`src/rtl/psram_refresh_pkg.sv`:
```
package psram_refresh_pkg;

    localparam int ADDR_W      = 20;
    localparam int NUM_REGIONS = 8;
    localparam int REG_W       = 8;

    typedef enum logic [1:0] {
        PER_BASE   = 2'b00,
        PER_DOUBLE = 2'b01,
        PER_QUAD   = 2'b10,
        PER_RSVD   = 2'b11
    } period_sel_e;

    typedef struct packed {
        logic busy;
        logic excl;
    } acc_state_t;

    // Interval in clocks for a period selection; the reserved code falls back to base.
    function automatic int unsigned period_clocks(period_sel_e sel, int unsigned base);
        case (sel)
            PER_DOUBLE: return base * 2;
            PER_QUAD:   return base * 4;
            default:    return base;
        endcase
    endfunction

    // Lowest address of region k: four 16 KiB blocks, then blocks doubling in size.
    function automatic logic [ADDR_W-1:0] region_base(int k);
        if (k < 4) return ADDR_W'(k * 32'h4000);
        return ADDR_W'(32'h10000 << (k - 4));
    endfunction

    // Region index of an address: highest region whose base is not above it.
    function automatic logic [$clog2(NUM_REGIONS)-1:0] region_of(logic [ADDR_W-1:0] a);
        logic [$clog2(NUM_REGIONS)-1:0] r;
        r = '0;
        for (int k = 1; k < NUM_REGIONS; k++) begin
            if (a >= region_base(k)) r = k[$clog2(NUM_REGIONS)-1:0];
        end
        return r;
    endfunction

endpackage

```
`src/rtl/psram_refresh_regs.sv`:
```
module psram_refresh_regs
    import psram_refresh_pkg::*;
(
    input  logic              clk,
    input  logic              rst,
    input  logic              cfg_wr_en,
    input  logic              cfg_sel,
    input  logic [REG_W-1:0]  cfg_wdata,
    output logic [REG_W-1:0]  cfg_rdata,
    output logic [NUM_REGIONS-1:0] area_mask,
    output period_sel_e       period_sel,
    output logic              period_wr
);

    logic [NUM_REGIONS-1:0] mask_q;
    period_sel_e            per_q;

    assign period_wr = cfg_wr_en && cfg_sel;

    always_ff @(posedge clk) begin
        if (rst) begin
            mask_q <= '0;
            per_q  <= PER_BASE;
        end else if (cfg_wr_en) begin
            if (cfg_sel) per_q  <= period_sel_e'(cfg_wdata[1:0]);
            else         mask_q <= cfg_wdata[NUM_REGIONS-1:0];
        end
    end

    always_comb begin
        if (cfg_sel) cfg_rdata = {{(REG_W-2){1'b0}}, per_q};
        else         cfg_rdata = REG_W'(mask_q);
    end

    assign area_mask  = mask_q;
    assign period_sel = per_q;

    AST_RESET_VALUES: assert property (@(posedge clk)
        $past(rst) |-> (mask_q == '0 && per_q == PER_BASE));

    AST_WRITE_LANDS: assert property (@(posedge clk) disable iff (rst)
        ($past(cfg_wr_en) && !$past(cfg_sel)) |-> (mask_q == $past(cfg_wdata[NUM_REGIONS-1:0])));

endmodule

```
`src/rtl/psram_refresh_timer.sv`:
```
module psram_refresh_timer
    import psram_refresh_pkg::*;
#(
    parameter int BASE_PERIOD = 32
) (
    input  logic        clk,
    input  logic        rst,
    input  period_sel_e period_sel,
    input  logic        restart,
    input  logic        consume,
    output logic        ref_pend
);

    localparam int MAX_PERIOD = BASE_PERIOD * 4;
    localparam int CNT_W      = $clog2(MAX_PERIOD);

    logic [CNT_W-1:0] cnt_q;
    logic [CNT_W-1:0] limit;
    logic             tick;
    logic             pend_q;

    always_comb begin
        limit = CNT_W'(period_clocks(period_sel, BASE_PERIOD) - 1);
        tick  = (cnt_q >= limit);
    end

    always_ff @(posedge clk) begin
        if (rst || restart)  cnt_q <= '0;
        else if (tick)       cnt_q <= '0;
        else                 cnt_q <= cnt_q + 1'b1;
    end

    // Single pending slot: a fresh expiry overrides a same-cycle consume, never stacks.
    always_ff @(posedge clk) begin
        if (rst || restart)  pend_q <= 1'b0;
        else if (tick)       pend_q <= 1'b1;
        else if (consume)    pend_q <= 1'b0;
    end

    assign ref_pend = pend_q;

    AST_CNT_IN_RANGE: assert property (@(posedge clk) disable iff (rst)
        cnt_q <= limit);

    AST_PEND_HOLD: assert property (@(posedge clk) disable iff (rst)
        (pend_q && !consume && !restart) |=> pend_q);

endmodule

```
`src/rtl/psram_refresh_arb.sv`:
```
module psram_refresh_arb
    import psram_refresh_pkg::*;
#(
    parameter int REF_CYC = 2
) (
    input  logic                   clk,
    input  logic                   rst,
    input  logic                   ref_pend,
    input  logic [NUM_REGIONS-1:0] area_mask,
    input  logic                   acc_req,
    input  logic [ADDR_W-1:0]      acc_addr,
    input  logic                   acc_done,
    output logic                   acc_grant,
    output logic                   ref_pulse,
    output logic                   start_ref
);

    localparam int RC_W = $clog2(REF_CYC + 1);

    logic [RC_W-1:0] ref_left_q;
    logic            ref_busy;
    logic            ref_last;
    logic            ref_next;
    acc_state_t      acc_q;
    logic            grant_q;
    logic            req_excl;
    logic            excl_block;
    logic            grant_d;

    always_comb begin
        req_excl   = area_mask[region_of(acc_addr)];
        ref_busy   = (ref_left_q != '0);
        ref_last   = (ref_left_q == RC_W'(1));
        excl_block = acc_q.busy && acc_q.excl && !acc_done;
        start_ref  = ref_pend && !ref_busy && !excl_block;
        // Refresh will drive the pulse in the next cycle
        ref_next   = start_ref || (ref_busy && !ref_last);
        grant_d    = acc_req && !acc_q.busy && !(req_excl && ref_next);
    end

    always_ff @(posedge clk) begin
        if (rst)             ref_left_q <= '0;
        else if (start_ref)  ref_left_q <= RC_W'(REF_CYC);
        else if (ref_busy)   ref_left_q <= ref_left_q - 1'b1;
    end

    always_ff @(posedge clk) begin
        if (rst) begin
            acc_q   <= '0;
            grant_q <= 1'b0;
        end else begin
            grant_q <= grant_d;
            if (grant_d) begin
                acc_q.busy <= 1'b1;
                acc_q.excl <= req_excl;
            end else if (acc_done) begin
                acc_q.busy <= 1'b0;
                acc_q.excl <= 1'b0;
            end
        end
    end

    assign acc_grant = grant_q;
    assign ref_pulse = ref_busy;

    AST_EXCL_NO_OVERLAP: assert property (@(posedge clk) disable iff (rst)
        !(ref_busy && acc_q.busy && acc_q.excl));

    AST_EXCL_HOLDS_REFRESH: assert property (@(posedge clk) disable iff (rst)
        (acc_q.busy && acc_q.excl && !acc_done) |=> !$rose(ref_busy));

    AST_GRANT_FROM_REQ: assert property (@(posedge clk) disable iff (rst)
        grant_q |-> $past(acc_req));

    AST_TIE_REFRESH_FIRST: assert property (@(posedge clk) disable iff (rst)
        (ref_pend && !ref_busy && !excl_block && acc_req && req_excl && !acc_q.busy)
        |=> (ref_busy && !grant_q));

    AST_PULSE_NEEDS_PEND: assert property (@(posedge clk) disable iff (rst)
        $rose(ref_busy) |-> $past(ref_pend));

endmodule

```
`src/rtl/psram_refresh_ctrl.sv`:
```
module psram_refresh_ctrl
    import psram_refresh_pkg::*;
#(
    parameter int BASE_PERIOD = 32,
    parameter int REF_CYC     = 2
) (
    input  logic              clk,
    input  logic              rst,
    input  logic              cfg_wr_en,
    input  logic              cfg_sel,
    input  logic [7:0]        cfg_wdata,
    output logic [7:0]        cfg_rdata,
    input  logic              acc_req,
    input  logic [19:0]       acc_addr,
    input  logic              acc_done,
    output logic              acc_grant,
    output logic              ref_pulse
);

    logic [NUM_REGIONS-1:0] area_mask;
    period_sel_e            period_sel;
    logic                   period_wr;
    logic                   ref_pend;
    logic                   start_ref;

    psram_refresh_regs u_regs (
        .clk        (clk),
        .rst        (rst),
        .cfg_wr_en  (cfg_wr_en),
        .cfg_sel    (cfg_sel),
        .cfg_wdata  (cfg_wdata),
        .cfg_rdata  (cfg_rdata),
        .area_mask  (area_mask),
        .period_sel (period_sel),
        .period_wr  (period_wr)
    );

    psram_refresh_timer #(.BASE_PERIOD(BASE_PERIOD)) u_timer (
        .clk        (clk),
        .rst        (rst),
        .period_sel (period_sel),
        .restart    (period_wr),
        .consume    (start_ref),
        .ref_pend   (ref_pend)
    );

    psram_refresh_arb #(.REF_CYC(REF_CYC)) u_arb (
        .clk        (clk),
        .rst        (rst),
        .ref_pend   (ref_pend),
        .area_mask  (area_mask),
        .acc_req    (acc_req),
        .acc_addr   (acc_addr),
        .acc_done   (acc_done),
        .acc_grant  (acc_grant),
        .ref_pulse  (ref_pulse),
        .start_ref  (start_ref)
    );

endmodule

```
`config.mk`:
```
export PLATFORM = sky130hd
export DESIGN_NAME = psram_refresh_ctrl
export DESIGN_NICKNAME = d
export VERILOG_FILES = /design/src/rtl/psram_refresh_pkg.sv /design/src/rtl/psram_refresh_regs.sv /design/src/rtl/psram_refresh_timer.sv /design/src/rtl/psram_refresh_arb.sv /design/src/rtl/psram_refresh_ctrl.sv
export SDC_FILE = /design/constraint.sdc
export NUM_CORES = 1
export LEC_CHECK = 0
export BUFFER_PORTS_ARGS = -buffer_cell sky130_fd_sc_hd__buf_2
export CAP_MARGIN = 20
export CORE_MARGIN = 2
export CORE_UTILIZATION = 35
export DETAILED_ROUTE_END_ITERATION = 10
export PLACE_DENSITY = 0.65
export SLEW_MARGIN = 20
export SYNTH_ARGS = -nofsm -noshare
export SYNTH_HDL_FRONTEND = slang
export SYNTH_HIERARCHICAL = 1
export SYNTH_SLANG_ARGS = --single-unit
```
`constraint.sdc`:
```
create_clock -name clk -period 2.9 [get_ports clk]
set_input_delay 0 -clock clk [delete_from_list [all_inputs] [get_ports clk]]
set_output_delay 0 -clock clk [all_outputs]
set_load 0.05 [all_outputs]
```
Word level (Yosys, flattened, before mapping)
Index checks and enable logic that the tools add are counted.

operators by class
  reduce and logical (&&, ||, !) cells = 25
  magnitude comparators = 9
  eq/ne operators = 3
  add/subtract/negate cells = 3
  muxes and demuxes = 17
  bitwise gates (word level) = 1

operators by type and width
  kind                                                                 number
  greater-or-equal comparator 20 x 16 -> 1 bit, second input constant  2
  greater-or-equal comparator 20 x 15 -> 1 bit, second input constant  1
  greater-or-equal comparator 20 x 17 -> 1 bit, second input constant  1
  greater-or-equal comparator 20 x 18 -> 1 bit, second input constant  1
  greater-or-equal comparator 20 x 19 -> 1 bit, second input constant  1
  greater-or-equal comparator 20 bit, second input constant            1
  one-hot mux 7 bit (2 select lines)                                   1
  two-way mux 2 bit                                                    6
  two-way mux 3 bit                                                    4
  logical AND 1 bit                                                    9
  two-way mux 8 bit                                                    1
  nonzero test 2 bit                                                   4
  adder 7 x 1 -> 7 bit, second input constant                          1
  greater-or-equal comparator 7 bit                                    1
  subtractor 7 x 1 -> 7 bit, second input constant                     1
  logical NOT 1 bit                                                    6
  equality test 2 x 1 -> 1 bit, second input constant                  2
  less-than comparator 3 x 4 -> 1 bit, second input constant           1
  two-way mux 1 bit                                                    4
  AND reduction 2 bit                                                  2
  OR reduction 2 bit                                                   2
  binary-select mux 1 bit (select 3 bit)                               1
  equality test 2 bit, second input constant                           1
  logical OR 1 bit                                                     2
  2 further kinds                                                      2

storage, ports and cells
  output and inout port bits = 10
  register bits after elaboration = 23
  bits of input ports = 34
  logic and storage cells = 67

Longest topological paths before layout
Gate-level depths: netlist (run 1).

  word-level depth = 14
  gate-level depth with buffers = 7
  depth with buffers taken out = 7

Modules after synthesis
The synthesis (run 1) kept the hierarchy.

by module, submodules not included
  module               cells an instance  sequential area each (um^2)  instances  area an instance (um^2)
  psram_refresh_regs   52                 200.2                        1          510.5
  psram_refresh_timer  48                 160.2                        1          483.0
  psram_refresh_arb    39                 100.1                        1          339.1

Least setup slack after synthesis (run 1)
Ideal clock, no wire load.

  path type = reg-to-reg
  start = register u_regs.per_q[0] (netlist: u_regs/period_sel[0])
  end = register u_timer.cnt_q[5]
  setup slack = 1.199 ns
  stages on the path, launching flop included = 7
  clock period less this slack = 1.701 ns
  data arrival time = 1.643 ns
  data required time = 2.841 ns
  path buffers = 0
  library setup time = 0.059 ns
  cell sequence = dfxtp_1 -> inv_1 -> ha_1 -> ha_1 -> a2111oi_4 -> o211a_1 -> a31o_2

between the ends
  cells in the longest elaborated chain, start to end = 5
  elaborated cells on any way between the ends = 6
  those cells by class = 1 x add/sub; 1 x order compare; 2 x eq/ne; 1 x mux; 1 x reduce/logical

ends and longest elaborated chain
  what                                                                 line                       text
  start, declared                                                      psram_refresh_regs.sv:16   period_sel_e per_q;
  start signal, assigned                                               psram_refresh_regs.sv:25   if (cfg_sel) per_q <= period_sel_e'(cfg_wdata[1:0]);
  equality test 2 bit or equality test 2 x 1 -> 1 bit (tied branches)  psram_refresh_pkg.sv:21    case (sel)
  one-hot mux 7 bit (2 select lines) (*)                               psram_refresh_pkg.sv:21
  subtractor 7 x 1 -> 7 bit (*)                                        psram_refresh_timer.sv:23  limit = CNT_W'(period_clocks(period_sel, BASE_PERIOD) - 1);
  greater-or-equal comparator 7 bit (*)                                psram_refresh_timer.sv:24  tick = (cnt_q >= limit);
  OR reduction 2 bit (no source line) (*)                              -
  end signal, assigned                                                 psram_refresh_timer.sv:30  else cnt_q <= cnt_q + 1'b1;
  end, declared                                                        psram_refresh_timer.sv:17  logic [CNT_W-1:0] cnt_q;

Every way passes the cells marked *; elsewhere a longest branch is shown, timed or not.
A chain may end at the register's enable or synchronous reset.

Worst setup path in the final report (run 1)
Ends and elaborated chain as after synthesis.

==> flow_summary.rst, run 1 <==
.. list-table::
   :header-rows: 1

   * - Metric
     - Value
   * - Run status
     - completed
   * - P&R area growth vs syn
     - 20.2%
   * - TritonCTS clock tree
     - yes
   * - Count of cell types in the netlist
     - 45
   * - Period utilisation layout
     - 0.663
   * - Avg Vias per Cell
     - about 5.3
   * - Min cycle time layout
     - 1920 ps
   * - Total clock sinks
     - 23
   * - Depth of the worst hold-timing path
     - 3
   * - Number of input and output port buffers inserted
     - 29
   * - Final Net Count
     - roughly 210
   * - Number of setup violations in the final report
     - 0
   * - Hold violation count in the final report
     - 0
   * - Number of antenna violations at the first check in global routing
     - 0
   * - Die width
     - 65.7 um
   * - List of cells traversed by the critical path
     - inv_1, ha_1, ha_1, a2111oi_4, o211a_1, a31o_2
   * - Signal arrival time at the worst endpoint
     - around 2100 ps
   * - HPWL after detailed placement
     - around 2.1 mm
   * - Mapped Nets
     - about 180
   * - Relative slew slack
     - 0.623
   * - Routed wire length per instance
     - between 10 and 15 um
   * - Mapped Avg Cell Area
     - 9.59 um2
   * - Required @ worst endpoint
     - 3110 ps
   * - Area of placed instances
     - 1520 um2
   * - Cell type group with the largest total delay on the critical path
     - compound AO/OA/AOI/OAI gates
   * - Peak VDD IR
     - ~0.15 mV
   * - Number of instances resized during post-cts repair
     - 0
   * - Critical path startpoint category
     - register
   * - Category of the critical setup timing path
     - reg -> reg
   * - GR Util All Layers
     - 0.134
   * - Global-route congestion overflow total
     - 0
   * - Fraction of final layout cells with drive strength greater than 1
     - 0.277
   * - Routed wire length
     - about 2.9 mm
   * - Final setup margin
     - approximately 980 ps
   * - Non-Filler Cell Area, Final
     - between 1500 and 2000 um2
   * - Fillcell total
     - roughly 360
   * - Biggest area consumer among synthesized cells
     - dfxtp_1
   * - Overall via count from detail_route
     - approximately 1,200
   * - Initial standard-cell utilization of the core
     - 0.364
   * - Mapped Area
     - roughly 1300 um2
   * - Max-capacitance violation count
     - 0
   * - Transition time of the tightest slew-check pin
     - between 500 and 600 ps
   * - Reg-to-reg startpoint
     - u_regs/period_sel[0]
   * - Lkg Pwr
     - 0.690 nW
   * - Most common library cells after synthesis
     - 23 x dfxtp_1, 17 x nand2b_1, 9 x nor2b_1, 8 x o21ai_1, 7 x inv_1
   * - Setup slack after placement
     - 1010 ps
   * - Die Y-Extent
     - 65.7 um
   * - Boundary pin count
     - 44
   * - Area contributors post-synth
     - dfxtp_1 35%, nand2b_1 8.0%, nand4bb_1 5.1%, nor2b_1 4.2%, ha_1 3.8%
   * - Clock root cell
     - clkbuf_8
   * - Class of the worst hold path
     - in -> reg
   * - Count of mapped cells out of synthesis
     - 139
   * - Vias in the first global route
     - 1,084
   * - Post-route ant nets
     - 0
   * - Post-synth EDFFs
     - 0
   * - Leading register cell type out of synthesis
     - dfxtp_1
   * - Reg2reg setup slack
     - slightly below 1000 ps
   * - P per Cell Area
     - around 400 nW/um2
   * - Highest cell delay on the worst timing path
     - 610 ps
   * - Total negative setup slack
     - 0 ps
   * - Total area of sequential cells
     - about 460 um2
   * - RR Endpoint
     - u_timer/cnt_q[5]
   * - Critical Path Slowest Stage Cell
     - a2111oi_4
   * - Number of max-slew violations in the final report
     - 0
   * - Worst R2R Path Depth
     - 6
   * - Row count
     - 22
   * - Multi-input gate area
     - around 820 um2
   * - Critical path endpoint category
     - register
   * - DRC
     - 0
   * - Synth top area share
     - 0.346
   * - Synth Warn #
     - 6
   * - CTS clk-pin slew, worst paths
     - roughly 90 ps
   * - Capture endpoint of the worst hold path
     - u_regs/period_sel[0]
   * - Diodes inserted
     - 0
   * - Unrepaired setup endpoints after global routing
     - false
   * - Total Power
     - around 0.65 mW
   * - Number of buffer and inverter instances along the worst setup path
     - 1
   * - First-pass GRT wire length
     - approximately 4.5 mm
   * - Most common cell in the netlist
     - dfxtp_1
   * - Min-Delay Startpoint
     - cfg_wdata[0]
   * - Max Clk Rate
     - roughly 520 MHz
   * - Worst setup skew after layout
     - 5.44 ps
   * - Die footprint
     - 4320 um2
   * - Critical-path maximum fanout
     - 9
   * - Initial DRC Count
     - 32
   * - Sequential element share of the synthesized area
     - 0.346
   * - Area inside the core boundary
     - 3660 um2
   * - Number of clock buffers inserted by TritonCTS
     - 3
   * - Skew-Pair Late Insertion Delay
     - between 200 and 300 ps
   * - Share of flip-flops with an asynchronous set or reset after synthesis
     - 0
   * - Post-CTS setup buffers
     - 0
   * - Level count of the clock H-tree
     - 1
   * - Pin count of the biggest net entering global routing
     - 26
   * - DR pass1 iterations
     - 4
   * - Most used cell along the critical path
     - ha_1
   * - Register bit count reported by yosys
     - 23
   * - Maximum buffer depth of the clock tree
     - 2
   * - Final Wtd Congestion
     - just over 0.7
==> how the worst max path moves through the flow <==
stage,startpoint,to,slack [ps],depth (start not counted)
CTS,u_regs/period_sel[0],u_timer/cnt_q[5],970,6
finish,u_regs/period_sel[0],u_timer/cnt_q[5],980,6
global placement,u_regs/period_sel[0],u_timer/cnt_q[5],1040,6
floorplan,u_regs/period_sel[0],u_timer/cnt_q[5],1200,6
detailed placement,u_regs/period_sel[0],u_timer/cnt_q[5],1010,6
global route,u_regs/period_sel[0],u_timer/cnt_q[3],820,6
==> cells by family after synthesis <==
group / synth area share
buf+inv: 0.0366
simple gates: 0.298
compound gates: 0.220
fa+ha+maj: 0.0376
flops: 0.346
mux: 0.0629
==> report_power, final <==
group	leakage (nW)	internal, mW	switching, mW	total, mW
clock	0.0255	0.0960	0.107	0.203
combinational	0.477	0.0465	0.0651	0.112
sequential	0.188	0.328	0.0107	0.339
==> layout by cell type, fill, tap and decap left out, drive strengths merged, types with 5 or more instances in the layout <==
cell type  instances
buf               29
dfxtp             23
nand2b            17
o21ai             11
nor2b              9
inv                7
nand4bb            6
nand2              5
mux2i              5
==> flip-flops by register name (all words and copies together) (netlist names) <==
| register | cells |
|---|---|
| u_timer/cnt_q | 7 |
| u_arb/acc_grant | 1 |
| u_timer/ref_pend | 1 |
| u_arb/ref_left_q | 2 |
| u_regs/area_mask | 8 |
| u_arb/acc_q | 2 |
| u_regs/period_sel | 2 |
==> worst reg2reg max path: stages, from the launching register on <==
cell	delay [ps]
dfxtp_1	350
inv_1	50
ha_1	300
ha_1	230
a2111oi_4	610
o211a_1	240
a31o_2	90
==> through the flow <==
stage,utilization,hold slack (ps),std cells
after global placement,0.414,272,213
after detailed placement,0.414,284,213
final,0.437,15.0,221
after global routing,0.437,18.5,221
after floorplan,-,64.6,139
after CTS,0.437,10.1,221
==> metal layers <==
metal	part of all wire	GRT usage	vias up	wire length, um
met5	0	0	-	0
met4	0.0093	0.0625	0	27
met3	0.028	0.0171	2	81
met2	0.50	0.237	15	1460
met1	0.46	0.159	560	1330
li1	-	-	584	-
==> what timing repair did <==
| action | CTS | global route |
|---|---|---|
| hold endpoints to repair | 4 | 0 |
| setup endpoints to repair | 0 | 0 |
| hold buffers | 4 | 0 |
==> final cells by class <==
type                            count  share of cell area
Sequential cell                    23               0.287
Inverter                            7              0.0164
Timing Repair Buffer               33               0.116
Tap cell                           48              0.0375
Clock inverter                      1             0.00312
Clock buffer                        3              0.0258
Multi-Input combinational cell    106               0.514
Power figures use the tool's default switching activity.
==> run 2, diff against run 1 <==
ABC_AREA = 1   (was unset)
PLACE_DENSITY = 0.67   (was 0.65)
clock period = 1.6 ns   (was 2.9 ns; I/O delays follow)
==> run 2 against run 1 <==
Net effect:
- design area fell by 1.0%
- largest cell class unchanged
- highest routed layer unchanged
- clock power rose by 77%
- via count rose by 5.3%
- global-route usage fell by 1.0 points
- synthesized cell count rose by 46%
- utilization fell by 0.44 points
- register-to-register slack got worse by 860 ps
- critical path depth rose by 2
- sequential cell count did not move
- largest power group unchanged
==> flow_summary.rst, run 2 <==
.. list-table::
   :header-rows: 1

   * - Metric
     - Value
   * - Number of input and output port buffers inserted
     - 29 (unchanged)
   * - Die Y-Extent
     - 65.8 um (was 65.7 um)
   * - Biggest area consumer among synthesized cells
     - dfxtp_1 (unchanged)
   * - Initial standard-cell utilization of the core
     - 0.365 (was 0.364)
   * - Max reg flops
     - 8 (unchanged)
   * - Die footprint
     - 4330 um2 (was 4320 um2)
   * - Compound-Gate Fraction of Synth Area
     - 0.0393 (was 0.220)
   * - P&R area growth vs syn
     - 18.6% (was 20.2%)
   * - Post-CTS setup buffers
     - 0 (unchanged)
   * - Count of mapped cells out of synthesis
     - 203 (was 139)
   * - Lkg Pwr
     - 0.862 nW (was 0.690 nW)
   * - DR pass1 iterations
     - 4 (unchanged)
   * - Level count of the clock H-tree
     - 1 (unchanged)
   * - Reg2reg setup slack
     - 120 ps (was 980 ps)
   * - Maximum buffer depth of the clock tree
     - 2 (unchanged)
   * - Depth of the worst hold-timing path
     - 3 (unchanged)
   * - Fraction of synthesized area in multiplexers
     - 0 (was 0.0629)
   * - Dominant combinational cell family by area after synthesis
     - simple AND/OR/NAND/NOR gates (unchanged)
   * - Total clock sinks
     - 23 (unchanged)
   * - Number of antenna violations at the first check in global routing
     - 0 (unchanged)
   * - Most common cell in the netlist
     - nand2_1 (was dfxtp_1)
   * - Min cycle time layout
     - 1480 ps (was 1920 ps)
   * - TritonCTS clock tree
     - yes (unchanged)
   * - Routed wire length per instance
     - 8.54 um (was 13.1 um)
   * - Non-Filler Cell Area, Final
     - 1590 um2 (was 1600 um2)
   * - HPWL after detailed placement
     - 1.86 mm (was 2.09 mm)
   * - Skew-Pair Late Insertion Delay
     - 260 ps (was 270 ps)
   * - Critical path startpoint category
     - register (unchanged)
   * - Critical-path maximum fanout
     - 7 (was 9)
   * - Final Wtd Congestion
     - 0.724 (was 0.723)
   * - Relative slew slack
     - 0.792 (was 0.623)
   * - Hold violation count in the final report
     - 0 (unchanged)
   * - Critical path endpoint category
     - register (unchanged)
   * - Worst setup skew after layout
     - 2.48 ps (was 5.44 ps)
   * - Unrepaired setup endpoints after global routing
     - false (unchanged)
   * - Initial DRC Count
     - 31 (was 32)
   * - Global-route congestion overflow total
     - 0 (unchanged)
   * - Area contributors post-synth
     - dfxtp_1 34%, nand2_1 12%, nor2_1 12%, inv_1 11%, nand3_1 5.6% (was dfxtp_1 35%, nand2b_1 8.0%, nand4bb_1 5.1%, nor2b_1 4.2%, ha_1 3.8%)
   * - Most common library cells after synthesis
     - 44 x nand2_1, 42 x nor2_1, 38 x inv_1, 23 x dfxtp_1, 15 x nand3_1 (was 23 x dfxtp_1, 17 x nand2b_1, 9 x nor2b_1, 8 x o21ai_1, 7 x inv_1)
   * - P per Cell Area
     - 765 nW/um2 (was 408 nW/um2)
   * - Signal arrival time at the worst endpoint
     - 1640 ps (was 2140 ps)
   * - Pin count of the biggest net entering global routing
     - 14 (was 26)
   * - Min-Delay Startpoint
     - cfg_wdata[0] (unchanged)
   * - Max Clk Rate
     - 674 MHz (was 520 MHz)
   * - Clock root cell
     - clkbuf_8 (unchanged)
   * - First-pass GRT wire length
     - 4.24 mm (was 4.50 mm)
   * - Required @ worst endpoint
     - 1760 ps (was 3110 ps)
   * - Total negative setup slack
     - 0 ps (unchanged)
   * - Final Net Count
     - 275 (was 212)
   * - GR Util All Layers
     - 0.124 (was 0.134)
   * - Vias in the first global route
     - 1,048 (was 1,084)
   * - Avg Vias per Cell
     - 4.30 (was 5.25)
   * - Transition time of the tightest slew-check pin
     - 312 ps (was 565 ps)
   * - Number of clock buffers inserted by TritonCTS
     - 3 (unchanged)
   * - CTS clk-pin slew, worst paths
     - 80 ps (was 90 ps)
   * - Routed wire length
     - 2.43 mm (was 2.89 mm)
   * - RR Endpoint
     - u_timer/cnt_q[6] (was u_timer/cnt_q[5])
   * - Class of the worst hold path
     - in -> reg (unchanged)
   * - Run status
     - completed (unchanged)
   * - Register bit count reported by yosys
     - 23 (unchanged)
   * - Number of max-slew violations in the final report
     - 0 (unchanged)
   * - DRC
     - 0 (unchanged)
   * - Multi-input gate area
     - 692 um2 (was 823 um2)
   * - Parity-gate share of the synthesized area counting xor and xnor cells
     - 0.0197 (was 0)
   * - Share of flip-flops with an asynchronous set or reset after synthesis
     - 0 (unchanged)
   * - Post-route ant nets
     - 0 (unchanged)
   * - Sequential element share of the synthesized area
     - 0.345 (was 0.346)
   * - Total area of sequential cells
     - 460 um2 (unchanged)
   * - Capture endpoint of the worst hold path
     - u_regs/period_sel[0] (unchanged)
   * - Mapped Nets
     - 241 (was 177)
   * - Mapped Area
     - 1340 um2 (was 1330 um2)
   * - Overall via count from detail_route
     - 1,222 (was 1,161)
   * - Fillcell total
     - 392 (was 358)
   * - Leading cell type in the layout, fill and taps excluded
     - nand2_1 (was buf_2)
   * - Boundary pin count
     - 44 (unchanged)
   * - Area inside the core boundary
     - 3660 um2 (unchanged)
   * - Synthesized-area fraction occupied by and/or/nand/nor cells
     - 0.421 (was 0.298)
   * - Category of the critical setup timing path
     - reg -> reg (unchanged)
   * - Diodes inserted
     - 0 (unchanged)
   * - Count of cell types in the netlist
     - 27 (was 45)
   * - Number of setup violations in the final report
     - 0 (unchanged)
   * - Mapped Avg Cell Area
     - 6.58 um2 (was 9.59 um2)
   * - Synth top area share
     - 0.345 (was 0.346)
   * - Reg-to-reg startpoint
     - u_regs/period_sel[0] (unchanged)
   * - Most frequent cells in the layout
     - 44 x nand2_1, 42 x nor2_1, 38 x inv_1 (was 29 x buf_2, 23 x dfxtp_1, 17 x nand2b_1)
   * - Peak VDD IR
     - 0.339 mV (was 0.153 mV)
   * - Period utilisation layout
     - 0.927 (was 0.663)
   * - Post-synth EDFFs
     - 0 (unchanged)
   * - Row count
     - 22 (unchanged)
   * - Adder-cell share of the synthesized area
     - 0.0375 (was 0.0376)
   * - Die width
     - 65.8 um (was 65.7 um)
   * - Leading register cell type out of synthesis
     - dfxtp_1 (unchanged)
   * - Synth Warn #
     - 6 (unchanged)
   * - Fraction of final layout cells with drive strength greater than 1
     - 0.229 (was 0.277)
   * - Max-capacitance violation count
     - 0 (unchanged)
   * - Area of placed instances
     - 1520 um2 (about the same)
   * - Worst R2R Path Depth
     - 8 (was 6)
## run 2: changes by cell type after synthesis, sizes merged, moves of 6 or more
| cell | before | now |
|---|---|---|
| nand2b | 17 | 0 |
| nor2 | 4 | 45 |
| inv | 7 | 40 |
| nand3 | 1 | 18 |
| nand4bb | 6 | 0 |
| nand2 | 5 | 54 |
| nor2b | 9 | 0 |
| o21ai | 11 | 2 |
## run 2: worst max-delay path: stages, from the launching register on
cell and delay (ps):
dfxtp_1 350, inv_1 50, ha_1 280, ha_1 280, nand2_1 50, nor2_1 110
nand2_2 70, nand3_2 130, nor2_1 60
## run 2: what timing repair did
action / in CTS / in global routing
hold buffers: 2 / 0
endpoints found under the hold margin: 3 / 0
resized for setup: 0 / 0
endpoints found under the setup margin: 0 / 0
## run 2: kinds of logic (layout without fill, tap and decap cells)
group,Yosys count,count (layout)
xor gates and xnor gates,3,3
adders and majority gates,4,4
and+or+nand+nor,121,121
AOI/OAI and AO/OA,8,8
DFF,23,23
buffers and inverters,44,77
## run 2: final cells by class
class / count / area share
Multi-Input combinational cell: 136 / 0.436
Sequential cell: 23 / 0.290
Timing Repair Buffer: 31 / 0.104
Inverter: 42 / 0.102
Tap cell: 48 / 0.0379
Clock buffer: 3 / 0.0260
Clock inverter: 1 / 0.00316
## run 2: worst max path at each step
stage | from | to
6_report | u_regs/period_sel[0] | u_timer/cnt_q[6]
5_1_grt | u_regs/period_sel[0] | u_timer/cnt_q[6]
4_1_cts | u_regs/period_sel[0] | u_timer/cnt_q[6]
3_5_place_dp | u_regs/period_sel[0] | u_timer/cnt_q[6]
3_3_place_gp | u_regs/period_sel[0] | u_timer/cnt_q[6]
2_1_floorplan | u_regs/period_sel[0] | u_timer/cnt_q[6]
## run 2: power breakdown
part           switching (mW)  internal, mW  leakage (nW)
Combinational           0.152        0.0845         0.648
Clock                   0.185         0.174        0.0255
Sequential             0.0187         0.599         0.188
## run 2: stage by stage
| stage | setup WS, ps | power [mW] | std cells | util | hold slack (ps) |
|---|---|---|---|---|---|
| after floorplan | 206 | 0.805 | 203 | - | 62.4 |
| after global placement | 118 | 0.863 | 278 | 0.415 | 254 |
| after detailed placement | 113 | 0.866 | 278 | 0.415 | 260 |
| after CTS | 87.7 | 1.23 | 284 | 0.433 | 1.85 |
| after global routing | 17.0 | 1.29 | 284 | 0.433 | 0.176 |
| final | 117 | 1.21 | 284 | 0.433 | 2.69 |
## run 2: metal layers
metal | track usage | vias up | share of wire
met3 | 0.0341 | 2 | 0.054
met5 | 0 | - | 0
li1 | - | 670 | -
met2 | 0.201 | 20 | 0.44
met1 | 0.159 | 530 | 0.50
met4 | 0.0391 | 0 | 0.0078
